===== config.mk =====
export PLATFORM = sky130hd
export DESIGN_NAME = exc_ctrl
export DESIGN_NICKNAME = d
export VERILOG_FILES = /design/src/rtl/exc_pkg.sv /design/src/rtl/exc_bank.sv /design/src/rtl/exc_vec.sv /design/src/rtl/exc_ret_chk.sv /design/src/rtl/exc_ctrl.sv
export SDC_FILE = /design/constraint.sdc
export NUM_CORES = 1
export LEC_CHECK = 0
export BUFFER_PORTS_ARGS = -buffer_cell sky130_fd_sc_hd__buf_2
export CORE_MARGIN = 2
export CORE_UTILIZATION = 59
export DETAILED_ROUTE_END_ITERATION = 16
export PLACE_DENSITY = 0.83
export SYNTH_ARGS = -nofsm -noshare
export SYNTH_HDL_FRONTEND = slang
export SYNTH_SLANG_ARGS = --single-unit

===== constraint.sdc =====
create_clock -name clk -period 10.15 [get_ports clk]
set_input_delay 2.03 -clock clk [delete_from_list [all_inputs] [get_ports clk]]
set_output_delay 2.03 -clock clk [all_outputs]
set_load 0.005 [all_outputs]

===== src/rtl/exc_pkg.sv =====
package exc_pkg;

    localparam int unsigned FLAG_W     = 4;
    localparam int unsigned GRP_SHIFT  = 9;
    localparam int unsigned TYPE_SHIFT = 7;

    typedef enum logic [1:0] {
        LV0 = 2'd0,
        LV1 = 2'd1,
        LV2 = 2'd2,
        LV3 = 2'd3
    } lvl_t;

    typedef enum logic [2:0] {
        OP_IDLE,
        OP_ENTER,
        OP_RET_OK,
        OP_RET_BAD,
        OP_SPSEL
    } op_t;

    typedef struct packed {
        logic [FLAG_W-1:0] flags;
        logic              w64;
        logic              stk_own;
        lvl_t              lvl;
    } sts_t;

endpackage


===== src/rtl/exc_bank.sv =====
module exc_bank
    import exc_pkg::*;
#(
    parameter int unsigned AW = 32
) (
    input  logic          clk,
    input  logic          rst_n,
    input  logic          wr_en,
    input  lvl_t          wr_lvl,
    input  sts_t          wr_sts,
    input  logic [AW-1:0] wr_addr,
    input  lvl_t          rd_lvl,
    output sts_t          rd_sts,
    output logic [AW-1:0] rd_addr
);

    localparam int unsigned NLVL = 1 << $bits(lvl_t);

    sts_t          sts_q [NLVL];
    logic [AW-1:0] adr_q [NLVL];

    // one saved-status and one return-address slot per level
    always_ff @(posedge clk or negedge rst_n) begin
        if (!rst_n) begin
            for (int i = 0; i < NLVL; i++) begin
                sts_q[i] <= '0;
                adr_q[i] <= '0;
            end
        end else if (wr_en) begin
            sts_q[wr_lvl] <= wr_sts;
            adr_q[wr_lvl] <= wr_addr;
        end
    end

    assign rd_sts  = sts_q[rd_lvl];
    assign rd_addr = adr_q[rd_lvl];

endmodule


===== src/rtl/exc_vec.sv =====
module exc_vec
    import exc_pkg::*;
#(
    parameter int unsigned AW = 32,
    parameter int unsigned TW = 2
) (
    input  lvl_t          tgt,
    input  lvl_t          src,
    input  logic          src_w64,
    input  logic          src_own,
    input  logic [TW-1:0] etype,
    input  logic [AW-1:0] base1,
    input  logic [AW-1:0] base2,
    input  logic [AW-1:0] base3,
    output logic [AW-1:0] handler
);

    logic [1:0]    grp;
    logic [AW-1:0] base;
    logic [AW-1:0] off;

    always_comb begin
        case (tgt)
            LV1:     base = base1;
            LV2:     base = base2;
            LV3:     base = base3;
            default: base = '0;
        endcase
        // group: same level (shared / own stack) or lower level (64 / 32)
        if (src < tgt) grp = src_w64 ? 2'd2 : 2'd3;
        else           grp = src_own ? 2'd1 : 2'd0;
        off     = (AW'(grp) << GRP_SHIFT) | (AW'(etype) << TYPE_SHIFT);
        handler = base + off;
    end

endmodule


===== src/rtl/exc_ret_chk.sv =====
module exc_ret_chk
    import exc_pkg::*;
#(
    parameter bit HAS_L2 = 1'b1,
    parameter bit HAS_L3 = 1'b1,
    parameter bit L3_W64 = 1'b1
) (
    input  lvl_t cur_lvl,
    input  logic cur_w64,
    input  lvl_t sv_lvl,
    input  logic sv_w64,
    input  logic cfg_l1_w64,
    input  logic cfg_l2_w64,
    output logic legal
);

    localparam logic [3:0] IMPL = {HAS_L3, HAS_L2, 2'b11};

    logic bad;

    always_comb begin
        bad = 1'b0;
        if (sv_lvl > cur_lvl)                          bad = 1'b1;
        if (!IMPL[sv_lvl])                             bad = 1'b1;
        if (sv_lvl == cur_lvl && sv_w64 != cur_w64)    bad = 1'b1;
        if (sv_lvl <  cur_lvl && sv_w64 && !cur_w64)   bad = 1'b1;
        case (sv_lvl)
            LV0:     if (sv_w64 && !cfg_l1_w64)        bad = 1'b1;
            LV1:     if (sv_w64 != cfg_l1_w64)         bad = 1'b1;
            LV2:     if (sv_w64 != cfg_l2_w64)         bad = 1'b1;
            default: if (sv_w64 != L3_W64)             bad = 1'b1;
        endcase
        legal = !bad;
    end

endmodule


===== src/rtl/exc_ctrl.sv =====
module exc_ctrl
    import exc_pkg::*;
#(
    parameter int unsigned AW     = 32,
    parameter int unsigned TW     = 2,
    parameter bit          HAS_L2 = 1'b1,
    parameter bit          HAS_L3 = 1'b1,
    parameter bit          L3_W64 = 1'b1
) (
    input  logic              clk,
    input  logic              rst_n,
    input  logic              ent_req,
    input  logic [TW-1:0]     ent_type,
    input  logic [1:0]        ent_lvl,
    input  logic [AW-1:0]     ent_ret_addr,
    input  logic [FLAG_W-1:0] ent_flags,
    input  logic              ret_req,
    input  logic              sp_sel_we,
    input  logic              sp_sel_val,
    input  logic              cfg_l1_w64,
    input  logic              cfg_l2_w64,
    input  logic              cfg_lower_nsec,
    input  logic [AW-1:0]     vec_base1,
    input  logic [AW-1:0]     vec_base2,
    input  logic [AW-1:0]     vec_base3,
    output logic [1:0]        cur_lvl,
    output logic              cur_w64,
    output logic              cur_stk_own,
    output logic              cur_il,
    output logic              cur_secure,
    output logic [FLAG_W-1:0] cur_flags,
    output logic              pc_load,
    output logic [AW-1:0]     pc_target
);

    localparam lvl_t       TOP_LVL = HAS_L3 ? LV3 : (HAS_L2 ? LV2 : LV1);
    localparam bit         RST_W64 = HAS_L3 ? L3_W64 : 1'b1;
    localparam logic [3:0] IMPL    = {HAS_L3, HAS_L2, 2'b11};

    lvl_t              lvl_q, lvl_d, ent_tgt;
    logic              w64_q, w64_d, own_q, own_d, il_q, il_d;
    logic [FLAG_W-1:0] fl_q, fl_d;
    logic              pcl_q, pcl_d;
    logic [AW-1:0]     pc_q, pc_d;
    logic              low_sec, leave_top;
    op_t               op;
    sts_t              wr_sts, rd_sts;
    logic [AW-1:0]     rd_addr, handler;
    logic              ret_legal, ent_ok, tgt_cfg_w64;

    assign ent_tgt = lvl_t'(ent_lvl);
    assign ent_ok  = ent_req && (ent_tgt != LV0) && IMPL[ent_tgt] && (ent_tgt >= lvl_q);

    always_comb begin
        case (ent_tgt)
            LV1:     tgt_cfg_w64 = cfg_l1_w64;
            LV2:     tgt_cfg_w64 = cfg_l2_w64;
            LV3:     tgt_cfg_w64 = L3_W64;
            default: tgt_cfg_w64 = 1'b0;
        endcase
    end

    // operation select: entry, then return, then stack-select write
    always_comb begin
        if (ent_ok)                           op = OP_ENTER;
        else if (ret_req && lvl_q != LV0)     op = ret_legal ? OP_RET_OK : OP_RET_BAD;
        else if (sp_sel_we && lvl_q != LV0)   op = OP_SPSEL;
        else                                  op = OP_IDLE;
    end

    always_comb begin
        wr_sts.flags   = ent_flags;
        wr_sts.w64     = w64_q;
        wr_sts.stk_own = own_q;
        wr_sts.lvl     = lvl_q;
    end

    exc_bank #(.AW(AW)) u_bank (
        .clk     (clk),
        .rst_n   (rst_n),
        .wr_en   (op == OP_ENTER),
        .wr_lvl  (ent_tgt),
        .wr_sts  (wr_sts),
        .wr_addr (ent_ret_addr),
        .rd_lvl  (lvl_q),
        .rd_sts  (rd_sts),
        .rd_addr (rd_addr)
    );

    exc_vec #(.AW(AW), .TW(TW)) u_vec (
        .tgt     (ent_tgt),
        .src     (lvl_q),
        .src_w64 (w64_q),
        .src_own (own_q),
        .etype   (ent_type),
        .base1   (vec_base1),
        .base2   (vec_base2),
        .base3   (vec_base3),
        .handler (handler)
    );

    exc_ret_chk #(.HAS_L2(HAS_L2), .HAS_L3(HAS_L3), .L3_W64(L3_W64)) u_rchk (
        .cur_lvl    (lvl_q),
        .cur_w64    (w64_q),
        .sv_lvl     (rd_sts.lvl),
        .sv_w64     (rd_sts.w64),
        .cfg_l1_w64 (cfg_l1_w64),
        .cfg_l2_w64 (cfg_l2_w64),
        .legal      (ret_legal)
    );

    // next state and next outputs
    always_comb begin
        lvl_d = lvl_q;
        w64_d = w64_q;
        own_d = own_q;
        il_d  = il_q;
        fl_d  = fl_q;
        pcl_d = 1'b0;
        pc_d  = pc_q;
        unique case (op)
            OP_ENTER: begin
                lvl_d = ent_tgt;
                w64_d = tgt_cfg_w64 | w64_q;
                own_d = 1'b1;
                il_d  = 1'b0;
                fl_d  = '0;
                pcl_d = 1'b1;
                pc_d  = handler;
            end
            OP_RET_OK: begin
                lvl_d = rd_sts.lvl;
                w64_d = rd_sts.w64;
                own_d = rd_sts.stk_own;
                fl_d  = rd_sts.flags;
                il_d  = 1'b0;
                pcl_d = 1'b1;
                pc_d  = rd_addr;
            end
            OP_RET_BAD: begin
                il_d  = 1'b1;
                pcl_d = 1'b1;
                pc_d  = rd_addr;
            end
            OP_SPSEL: own_d = sp_sel_val;
            OP_IDLE:  ;
        endcase
    end

    // state register
    always_ff @(posedge clk or negedge rst_n) begin
        if (!rst_n) lvl_q <= TOP_LVL;
        else        lvl_q <= lvl_d;
    end

    // output registers
    always_ff @(posedge clk or negedge rst_n) begin
        if (!rst_n) begin
            w64_q <= RST_W64;
            own_q <= 1'b1;
            il_q  <= 1'b0;
            fl_q  <= '0;
            pcl_q <= 1'b0;
            pc_q  <= '0;
        end else begin
            w64_q <= w64_d;
            own_q <= own_d;
            il_q  <= il_d;
            fl_q  <= fl_d;
            pcl_q <= pcl_d;
            pc_q  <= pc_d;
        end
    end

    assign leave_top = (op == OP_RET_OK) && (lvl_q == LV3) && (rd_sts.lvl != LV3);

    generate
        if (HAS_L3) begin : g_sec
            always_ff @(posedge clk or negedge rst_n) begin
                if (!rst_n)         low_sec <= 1'b1;
                else if (leave_top) low_sec <= !cfg_lower_nsec;
            end
        end else begin : g_nosec
            assign low_sec = 1'b0;
        end
    endgenerate

    assign cur_lvl     = lvl_q;
    assign cur_w64     = w64_q;
    assign cur_stk_own = own_q;
    assign cur_il      = il_q;
    assign cur_flags   = fl_q;
    assign cur_secure  = (lvl_q == LV3) || low_sec;
    assign pc_load     = pcl_q;
    assign pc_target   = pc_q;

endmodule


==> results.txt, run 1 <==
Of all nets on the critical path, the largest fanout is 49. In this design, the stage delay of the slowest critical-path cell is 920 ps. Kind of launch point of the worst setup path: a primary input. For this design, the CTS-stage hold fixing added 0 buffers.

In this run the worst hold path is classified as flip-flop to flip-flop. Data on the critical path arrives at its endpoint at 5800 ps. The run gives 0 as the post-CTS setup buffer count.

During I/O placement, the number of pins put on the boundary was 188. The flow ran to the end, and the final reports show no timing, DRC or antenna violations. The count of input and output buffers was 187; the final period utilization was 53.6%. Power density of the placed cells: 290 mW/mm^2.

The initial DRC count was 638. The final-report hold violation count is 0, and the data required time of the worst path is 10510 ps. The pre-antenna-repair detailed-routing pass consisted of 8 iterations.

The number of vias in the routed layout was 7494. The root buffer cell chosen for the clock tree is clkbuf_16. The via count of the first global-routing pass was 7523.

Once the floorplan was initialized, standard cells occupied 60.6% of the core. The number of warning messages in the yosys log was 0. The count of buffering cells on the critical path with inverters included was 2; the peak supply drop was 0.152 mV.

The worst setup path is of the primary input to flip-flop kind. After clock tree synthesis, the clock-pin slew on the worst setup and hold paths is 70 ps. The synthesized design contains 0 enable-type register cells. The final cell utilization of the core was 71.1%; the final setup violation count was 0. The most common cell after layout, fill and taps aside was buf_2. Sorting the synthesized cells by area gives the leading types as dfrtp_1, mux2_2, mux2i_1, o21ai_0, nor2_1. The total number of H-tree levels is 4. Setup repair after global routing left no endpoint under its margin. The analysis attributes to net switching a power of 1.11 mW. The run gives 0.874 as the global placement routability congestion. The synthesized design contains 171 register bits. After synthesis, the share of flip-flops with an asynchronous set or reset is 100%. The initial antenna violation count was 2. The detail route stage leaves a number of antenna-violating nets equal to 0. The logs give 0 for the number of DRC violations after detailed routing and 65 for the distinct cell type count of the synthesized netlist. The worst path meets setup with 4710 ps of slack. Kind of cell adding the most delay to the critical path: simple AND/OR/NAND/NOR gates.

Number of maximum-capacitance violations: 0. From left edge to right edge, the die measures 129 microns. In this run the cell area of the synthesized design comes to 0.00924 sq mm. The row count is 45, and the share of final-layout standard cells stronger than drive strength 1 is 39.4%. Walking the worst path, the cells encountered are buf_2 -> buf_4 -> nor2b_4 -> nand2_1 -> o21ai_0 -> ha_1 -> fa_1 -> a21o_1 -> a21o_1 -> and4_1 -> nand3_1 -> or4b_1 -> nand3_1. The floorplan step defined a core boundary enclosing 0.0153 sq mm. In this run, post-CTS repair resized a total of 0 instances.

The die covers 0.0167 sq mm. Each instance of the synthesized netlist takes up on average 11.1 sq um. The leakage power of the design is 4.99 nW, and the switching share of power is 35.3%. The tools report the worst clock skew on the final layout as 6.69 ps. In this run the biggest area consumer among cell types represents 44.9% of the synthesized area.

For the final routed database, the setup TNS stands at 0 ps. Once detailed placement completed, the half-perimeter wirelength came to 16000 microns. The internal power summed over all cells is 2.04 mW. The slowest stage of the critical path belongs to the cell nor2b_4.

The cell taking the most area after synthesis was dfrtp_1. The tools report the capturing element type of the critical path as a flip-flop. The number of CTS-inserted buffers is 17, and the gate count after technology mapping is 830. TritonCTS built the clock tree. The library cells used most frequently in the layout, excluding fill and tap cells, are buf_2, dfrtp_1, mux2_2. The post-synthesis to final-layout area growth was 17.4%. The total number of clock tree sinks is 171, and the antenna diode count is 0. The shortest period the worst path allows was 5440 ps; the global routing usage summed across all routing layers was 29.8%. The final layout contains 1134 nets. Timing analysis after detailed placement gives a worst setup slack of 4410 ps. Synthesis produced a netlist with a net count of 986. In this run, the clock network consumes 21.8% of the power. For this run, the leading register cell type out of synthesis is dfrtp_1. In this run the vertical extent of the chip is 129 microns.

For the worst-skew pair, the clock arrives at the later sink with an insertion delay of 430 ps. Global-route wire length before repair: 38300 microns. After detailed routing, the average wire length per cell comes to 20.1 microns.

The final max-slew violation count is 0, and the actual slew at the worst max-slew pin is 1140 ps. The count of non-filler cells in the finished layout is 1202, and the final wirelength is 24200 microns. Based on the critical path, the design can be clocked at up to 184 MHz.

Entering global routing, the biggest net connects 88 pins. After synthesis, flip-flops and latches occupy 46.4% of the total area. Global routing finished with a remaining overflow of 0. After detailed routing, the number of vias per cell comes to 6.23. Counting along the longest clock path gives a buffer depth of 2. The number of placed instances, taps included, is 1170. Of the total power, combinational logic draws 36.9%. The logs give 23.8% for the max-slew headroom at the worst pin and 41.3% for the share of power burned in registers.
==> cell usage after synthesis (all sizes together), types with 2 or more instances <==
master,instances
dfrtp,166
mux2,133
nor2,57
nand2,54
mux2i,51
clkbuf,50
o21ai,46
a21oi,28
inv,21
a221oi,20
a31oi,20
buf,16
o211ai,15
o2bb2ai,11
ha,10
nand3,10
o31ai,10
a22oi,9
mux4,8
nor3,8
nor4,7
xnor2,6
and2,5
and3,5
dfstp,5
nor2b,5
o22ai,5
or3,5
a21o,4
a22o,4
and4,4
nand2b,4
nand3b,3
o221ai,3
xor2,3
a211oi,2
nand4,2
o31a,2
or2,2
or4,2
==> sequential cells by signal (all words and copies together) (netlist names) <==
register / cells
cur_flags: 4
cur_il: 1
cur_lvl: 2
cur_stk_own: 1
cur_w64: 1
low_sec: 1
pc_load: 1
pc_target: 32
u_bank.adr_q: 96
u_bank.sts_q: 32
==> metrics by stage <==
step	power [mW]	area [sq um]	hold WS, ps
global route	3.35	10900	383
CTS	3.15	10900	378
global placement	2.37	10200	361
floorplan	2.06	9240	425
detailed placement	2.44	10200	363
finish	3.15	10900	375
==> power by group through the flow <==
stage               combinational (mW)  clock (mW)  sequential (mW)
finish                            1.16       0.687             1.30
detailed placement                1.14           0             1.30
floorplan                        0.896           0             1.16
global placement                  1.09           0             1.28
CTS                               1.16       0.694             1.29
global route                      1.28       0.726             1.34
==> final cells by class <==
cell class              count  area [sq um]
clock buffers              18           429
clock inverters            14           194
fillers                  1114          4400
inverters                  21          78.8
multi-input cells         572          4600
flip-flops and latches    171          4290
well taps                 211           264
repair buffers            195          1000
==> path summary, 6_finish.rpt <==
check	from	to	slack, ps	cells after the start
setup / recovery	ent_lvl[0]	pc_target[29]$_DFFE_PN0P_	4710	13
min in group asynchronous	rst_n	u_bank.sts_q[31]$_DFFE_PN0P_	1640	1
max in group asynchronous	rst_n	pc_target[12]$_DFFE_PN0P_	6880	2
hold / removal	u_bank.sts_q[29]$_DFFE_PN0P_	u_bank.sts_q[29]$_DFFE_PN0P_	380	0
hold reg to reg	u_bank.sts_q[29]$_DFFE_PN0P_	u_bank.sts_q[29]$_DFFE_PN0P_	380	0
setup reg to reg	cur_lvl[0]$_DFFE_PN1P_	pc_target[28]$_DFFE_PN0P_	5720	12
==> cell families after synthesis <==
group	synth area share (%)
muxes	23.7
AOI/OAI and AO/OA	14.0
and+or+nand+nor	9.38
DFF	46.4
buffers and inverters	4.16
adders and majority gates	1.57
xor gates and xnor gates	0.853
==> worst register-to-register path, stage by stage (launching register included) <==
cell,delay (ps)
dfstp_2,1080
inv_1,650
ha_1,400
nor2b_1,140
nor2_1,90
mux2i_1,120
ha_1,350
o21ai_0,110
nor2_1,260
o2111ai_4,200
or2_4,320
or3_1,380
a221oi_2,230
==> per-layer routing <==
metal	up-vias	GRT usage (%)	part of all wire (%)
met5	-	0	0.087
met4	4	11.2	2.9
met3	63	7.02	8.6
met2	376	49.2	49
met1	3689	38.5	40
li1	3362	-	-
No activity file was read; power rests on OpenSTA's default activity.
==> run 2, diff against run 1 <==
--- a/config.mk
+++ b/config.mk
@@ -7,9 +7,9 @@
 export LEC_CHECK = 0
 export BUFFER_PORTS_ARGS = -buffer_cell sky130_fd_sc_hd__buf_2
 export CORE_MARGIN = 2
-export CORE_UTILIZATION = 59
+export CORE_UTILIZATION = 55
 export DETAILED_ROUTE_END_ITERATION = 16
-export PLACE_DENSITY = 0.83
+export PLACE_DENSITY = 0.78
 export SYNTH_ARGS = -nofsm -noshare
 export SYNTH_HDL_FRONTEND = slang
 export SYNTH_SLANG_ARGS = --single-unit
==> constraint.sdc (replaced) <==
create_clock -name clk -period 5.3 [get_ports clk]
set_input_delay 1.06 -clock clk [delete_from_list [all_inputs] [get_ports clk]]
set_output_delay 1.06 -clock clk [all_outputs]
set_load 0.005 [all_outputs]
==> run 2 against run 1 <==
Total power increased by 92%. Register-to-register slack got worse by 4500 ps. Clock skew decreased by 1.3 ps. Largest power group is now combinational logic. Non-clock buffer count increased by 6.
==> results.txt, run 2 (synthesis results as in run 1) <==
The path class of the tightest hold or removal check is flip-flop to flip-flop. The tools report the final-report hold violation count as 0. The capturing element type of the critical path is a flip-flop. Across the run, the number of max-cap violations was 0. The worst path arrival time came out at 4430 ps. The worst path needs 4070 ps of the cycle, external delays included. After global routing the overflow that remains totals 0.

The largest incremental delay on the critical path is 820 ps. The run gives 5 as the number of detailed-route iterations in the first pass. The run gives 430 ps as the clock latency reported for the late side of the worst-skew pair. For this design the top-level I/O count stands at 188. The kind of cell adding the most delay to the critical path was simple AND/OR/NAND/NOR gates. Traced cell by cell, the critical path runs through inv_1 -> ha_1 -> nor2b_1 -> nor2_1 -> mux2i_1 -> ha_1 -> a21o_1 -> a21o_1 -> and4_1 -> nand3_1 -> or4b_1 -> nand3_1.

Setup slack on the worst reg-to-reg path comes out at 1230 ps. The tools report the final cell utilization of the core as 66.1%. Leaving out fill and tap cells, the most frequent cell in the layout is buf_2. Of the cells placed in the final design, the portion with a size suffix greater than 1 is 39.7%. Leaving out filler cells and counting taps, the final layout contains 1217.

The tools report the fmax as 246 MHz. The logs give 24500 microns for the final wirelength and 16800 microns for the placed wire-length estimate after detailed placement. The number of hold buffers added after CTS was 0. On the critical path, the stage with the largest delay is an instance of dfstp_2. The tools report the global-route wire length before repair as 39000 microns. For this design the static power due to leakage is 5.03 nW. Routability-driven placement finished with a final weighted congestion of 0.932. The logs give 2 for the initial antenna violation count and 28.2% for the global routing usage summed across all routing layers. In the routed layout, each cell is associated on average with a via count of 6.12.

The actual slew at the worst max-slew pin works out to 1310 ps. The peak supply drop is 0.294 mV. Gates resized during post-CTS repair numbered 0. Cell area after placement: 0.0103 sq mm. The tools report the final max-slew violation count as 0. The tools report the final design instance area without fill as 0.0109 sq mm. The clock drives 171 sinks. Once placement completed, the tool counted placed cells totaling 1185. The tools report the via count of the first global-routing pass as 7484. The worst setup path is of the flip-flop to flip-flop kind.

Die area: 0.0179 sq mm. The count of buffering cells on the critical path with inverters included was 1. The post-synthesis to final-layout area growth is 18.1%, and the total number of H-tree levels is 4. Cell at the root of the clock tree: clkbuf_16. The initial DRC count is 623, and the width of the chip is 134 microns. TritonCTS built the clock tree.

Counting flops per register, the top entry is u_bank.adr_q. Setup violations remaining at the end of the flow were counted as 0. Along the worst path, the maximum fanout reaches 23. The worst setup path is launched from a flip-flop. From bottom edge to top edge, the die measures 134 microns. For the worst setup path, the data required time is 5660 ps.

The antenna violation net count after detailed routing was 0. Summed over all failing endpoints, the final setup total negative slack is 0 ps. The row count is 47. The region available for standard cell placement spans 0.0165 sq mm. In this run the tightest slew margin relative to its limit is 12.3%.

At the end of the flow, the number of nets in the layout was 1140. Detailed routing inserted a total of 7446 vias. No sink is reached through more buffers than the 2 on the longest clock path. The number of DRC violations after detailed routing was 0; the starting density of the core was 55.9%. The flow ran to the end, and the final reports show no timing, DRC or antenna violations.

For this design the ratio of total power to cell area is 554 mW/mm^2. The library cells used most frequently in the layout, excluding fill and tap cells, are buf_2, dfrtp_1, mux2_2. The tools report the maximum number of pins on one net before global-route repair as 92. Clock skew on the completed layout was measured at 5.40 ps.

The average routed wire per standard cell is 20.1 microns, and the post-CTS setup buffer count is 0. The clock-pin slew on the worst setup and hold paths was 70 ps. The count of input and output buffers is 187, and the number of CTS-inserted buffers is 17. The register with the most flip-flops in the layout has 96 of them. Setup repair after global routing left no endpoint under its margin. The antenna diode count is 0. In the finished design, the share of the clock period the worst path needs comes to 76.8%.
-- run 2: cell count changes in the layout (fill, tap and decap cells not counted) --
cell / before / now
clkinv_2: 3 / 4
nor2b_2: 0 / 1
nor2b_4: 1 / 0
clkinv_4: 3 / 2
buf_4: 8 / 13
clkinvlp_4: 2 / 1
inv_8: 0 / 1
buf_12: 0 / 1
-- run 2: power by group --
part	internal, mW	switching [mW]	total [mW]
Sequential	1.95	0.409	2.36
Clock	0.793	0.529	1.32
Combinational	1.16	1.21	2.37
Total	3.91	2.14	6.05
-- run 2: final timing paths --
kind,startpoint,end,depth (start not counted)
worst max-delay path,cur_lvl[0]$_DFFE_PN1P_,pc_target[29]$_DFFE_PN0P_,12
worst min-delay path,u_bank.sts_q[29]$_DFFE_PN0P_,u_bank.sts_q[29]$_DFFE_PN0P_,0
worst max register to register,cur_lvl[0]$_DFFE_PN1P_,pc_target[29]$_DFFE_PN0P_,12
worst min register to register,u_bank.sts_q[29]$_DFFE_PN0P_,u_bank.sts_q[29]$_DFFE_PN0P_,0
max in group asynchronous,rst_n,pc_target[30]$_DFFE_PN0P_,2
min in group asynchronous,rst_n,cur_flags[0]$_DFFE_PN0P_,1
-- run 2: per-layer routing --
layer	track usage, %	wire, microns
met1	37.4	10100
met2	46.8	12100
met3	5.48	1740
met4	9.34	469
met5	0	24
-- run 2: cell type report --
type | instances | area, sq um
Clock buffer | 18 | 429
Clock inverter | 14 | 194
Fill cell | 1255 | 5610
Tap cell | 220 | 275
Multi-Input combinational cell | 572 | 4590
Inverter | 21 | 78.8
Sequential cell | 171 | 4290
Timing Repair Buffer | 201 | 1060
-- run 2: metrics by stage --
stage | total power [mW] | worst slack [ps] | hold slack [ps]
5_1_grt | 6.42 | 980 | 390
4_1_cts | 6.06 | 1310 | 381
2_1_floorplan | 3.94 | 1310 | 425
3_3_place_gp | 4.60 | 1080 | 360
6_report | 6.05 | 1230 | 381
3_5_place_dp | 4.71 | 970 | 367
==> run 3, diff against run 2 <==
==> constraint.sdc (replaced) <==
create_clock -name clk -period 4.1 [get_ports clk]
set_input_delay 0.82 -clock clk [delete_from_list [all_inputs] [get_ports clk]]
set_output_delay 0.82 -clock clk [all_outputs]
set_load 0.005 [all_outputs]
==> run 3 against run 2 <==
Combinational power rose by 29%. Setup slack got worse by 680 ps. Core utilization decreased by 0.18 points. Largest cell class unchanged. Largest power group is now registers. Cell count is 0.33% higher. Sequential cell count did not move. Highest routed layer unchanged.
==> results.txt, run 3 (synthesis results as in run 1) <==
Data on the critical path arrives at its endpoint at 3880 ps. The power density of the placed cells works out to 704 mW/mm^2. The leakage power of the design was 5.00 nW. The top cell types in the final layout, fill and taps aside, are buf_2, dfrtp_1, mux2_2. For this design the top-level I/O count stands at 188. The critical setup path kind was flip-flop to flip-flop.

For the max-slew headroom at the worst pin, the log shows 30.7%. The final setup violation count came out at 0. The die is 134 microns tall. The number of hold buffers added after CTS was 0.

The flow ran to the end, and the final reports show no timing, DRC or antenna violations. The count of input and output buffers was 187. The floorplan has 47 rows. In this run the number of cells on the critical path is 12.

The shortest period the worst path allows is 3550 ps. At the worst endpoint, the required time is 4430 ps. The width of the chip works out to 134 microns.

The endpoint identified for the worst register-to-register timing path is pc_target[28]$_DFFE_PN0P_. The run gives 38700 microns as the global-route wire length before repair. The run gives 7.67 mW as the total power of the final layout.

The number of vias in the routed layout is 7299. Once the clock tree was built, the resizer swapped 0 gates to a different size. Origin of the worst min-delay path: u_bank.sts_q[30]$_DFFE_PN0P_.

The logs give 550 ps for the reg2reg setup slack and 2.77 mW for the net switching power figure. Total number of clock tree sinks: 171. The floorplan step defined a die boundary enclosing 0.0179 sq mm. Setup repair after global routing left no endpoint under its margin. The tools report the clock network power share as 20.2%. The share of final-layout standard cells stronger than drive strength 1 was 39.8%. The initial DRC count is 544, and the actual slew at the worst max-slew pin is 1040 ps.

Once detailed placement completed, the half-perimeter wirelength came to 17000 microns. The net count of the finished layout is 1144. Fill cells in the final layout number 1257. Clock latency reported for the late side of the worst-skew pair: 420 ps. After global routing the overflow that remains totals 0.

The number of CTS-inserted buffers is 17. The run gives 7334 as the via count of the first global-routing pass. The tools report the global placement routability congestion as 0.940.

The path class of the tightest hold or removal check is flip-flop to flip-flop. The final wirelength came out at 24300 microns. The final-report hold violation count is 0. Net switching is 36.1% of the power. In this design, the stage delay of the slowest critical-path cell is 850 ps. The number of setup buffers added after CTS is 0.

The number of detailed-route iterations in the first pass came out at 5. The slowest stage of the critical path belongs to the cell dfstp_2. The antenna diode count is 0. The count of nets left with antenna violations once routing finished came out at 0.

In the final layout, the multi-input gates occupy 0.00459 sq mm. For the fraction of power consumed by combinational cells, the log shows 39.8%. The count of buffering cells on the critical path with inverters included is 1, and the number of DRC violations after detailed routing is 0. The total number of H-tree levels came out at 4. Dividing the detail-routed via count by the number of cells gives 5.98. Flip-flop and latch area: 0.00429 sq mm. The startpoint identified for the worst register-to-register timing path is cur_lvl[0]$_DFFE_PN1P_. The post-synthesis to final-layout area growth was 17.8%. The tree is rooted in a clkbuf_16. The tools report the core area as 0.0165 sq mm. Broken down by cell family, the worst path's largest delay share belongs to simple AND/OR/NAND/NOR gates. The starting density of the core was 55.9%.

The final period utilization was 86.6%. Of all nets on the critical path, the largest fanout is 20. TritonCTS built the clock tree. Kind of launch point of the worst setup path: a flip-flop.

The largest buffer count on any clock path is 2, and the fmax is 281 MHz. Entering global routing, the biggest net connects 109 pins. The most common cell after layout, fill and taps aside was buf_2. In this run the worst setup path begins at cur_lvl[0]$_DFFE_PN1P_. Dividing the detail-routed wire length by the instance count gives 19.9 microns. The worst register-to-register path has a depth of 12. The signal on the critical path passes through inv_1 -> ha_1 -> nor2b_1 -> nor2_1 -> mux2i_1 -> ha_1 -> o21ai_0 -> nor2_1 -> o2111ai_4 -> or2_4 -> or3_1 -> a221oi_2. Adding up every negative setup slack in the final design gives 0 ps. VDD sags by at most 0.476 mV.

The clock-pin slew on the worst setup and hold paths is 70 ps, and the final max-slew violation count is 0. The register with the most flip-flops in the layout has 96 of them. The tools report the end point of the critical path as pc_target[28]$_DFFE_PN0P_.

Internal power comes to 4.90 mW. The worst setup path is captured at a flip-flop. The logs give 27.9% for the global routing usage summed across all routing layers and 2 for the initial antenna violation count.

The clock arrives with 8.55 ps of skew. The register with the most flip-flops in the final layout is u_bank.adr_q. The number of maximum-capacitance violations came out at 0. The share of total power dissipated in sequential elements is 40.0%.
-- run 3: changes by cell type in the layout (fill, tap and decap cells not counted), sizes merged --
cell	delta
buf	+4
bufinv	-3
clkbuf	+3
clkinv	-2
clkinvlp	+2
-- run 3: how the worst min path moves through the flow --
stage                                         to  slack (ps)  cells past startpoint
finish              u_bank.sts_q[30]$_DFFE_PN0P_         380                      0
global route        u_bank.sts_q[24]$_DFFE_PN0P_         390                      0
CTS                 u_bank.sts_q[30]$_DFFE_PN0P_         380                      0
detailed placement  u_bank.sts_q[27]$_DFFE_PN0P_         360                      0
global placement    u_bank.sts_q[27]$_DFFE_PN0P_         360                      0
floorplan           u_bank.sts_q[24]$_DFFE_PN0P_         420                      1
-- run 3: worst reg2reg max path, cell delays in order (launching register included) --
cell	delay (ps)
dfstp_2	850
inv_1	140
ha_1	200
nor2b_1	130
nor2_1	90
mux2i_1	130
ha_1	370
o21ai_0	110
nor2_1	280
o2111ai_4	200
or2_4	320
or3_1	390
a221oi_2	240
-- run 3: stage by stage --
step	std cells	hold slack, ps	setup WS (ps)	util (%)	area [sq um]
2_1_floorplan	830	425	350	-	9240
3_3_place_gp	1189	360	385	62.5	10300
3_5_place_dp	1189	363	310	62.5	10300
4_1_cts	1221	378	585	65.9	10900
5_1_grt	1221	395	333	65.9	10900
6_report	1221	377	547	65.9	10900
-- run 3: power groups by stage --
stage	combinational [mW]	clock, mW	sequential, mW
6_report	3.06	1.55	3.07
5_1_grt	3.38	1.64	3.15
4_1_cts	3.07	1.57	3.05
3_5_place_dp	3.04	0	3.07
3_3_place_gp	2.95	0	3.03
2_1_floorplan	2.22	0	2.88
-- run 3: layout make-up --
cell class,count,area share [%]
multi-input cells,572,42.2
flip-flops and latches,171,39.4
repair buffers,205,10.0
clock buffers,21,4.14
well taps,220,2.53
clock inverters,11,1.03
inverters,21,0.724
-- run 3: layer usage --
metal  share of wire [%]  vias up  global-route usage, %  routed length, microns
met2                  49      275                   46.4                   12000
li1                    -     3370                      -                       -
met5               0.091        -                      0                      22
met3                 6.9       39                   6.20                    1670
met1                  42     3611                   36.6                   10200
met4                 2.0        4                   8.51                     480
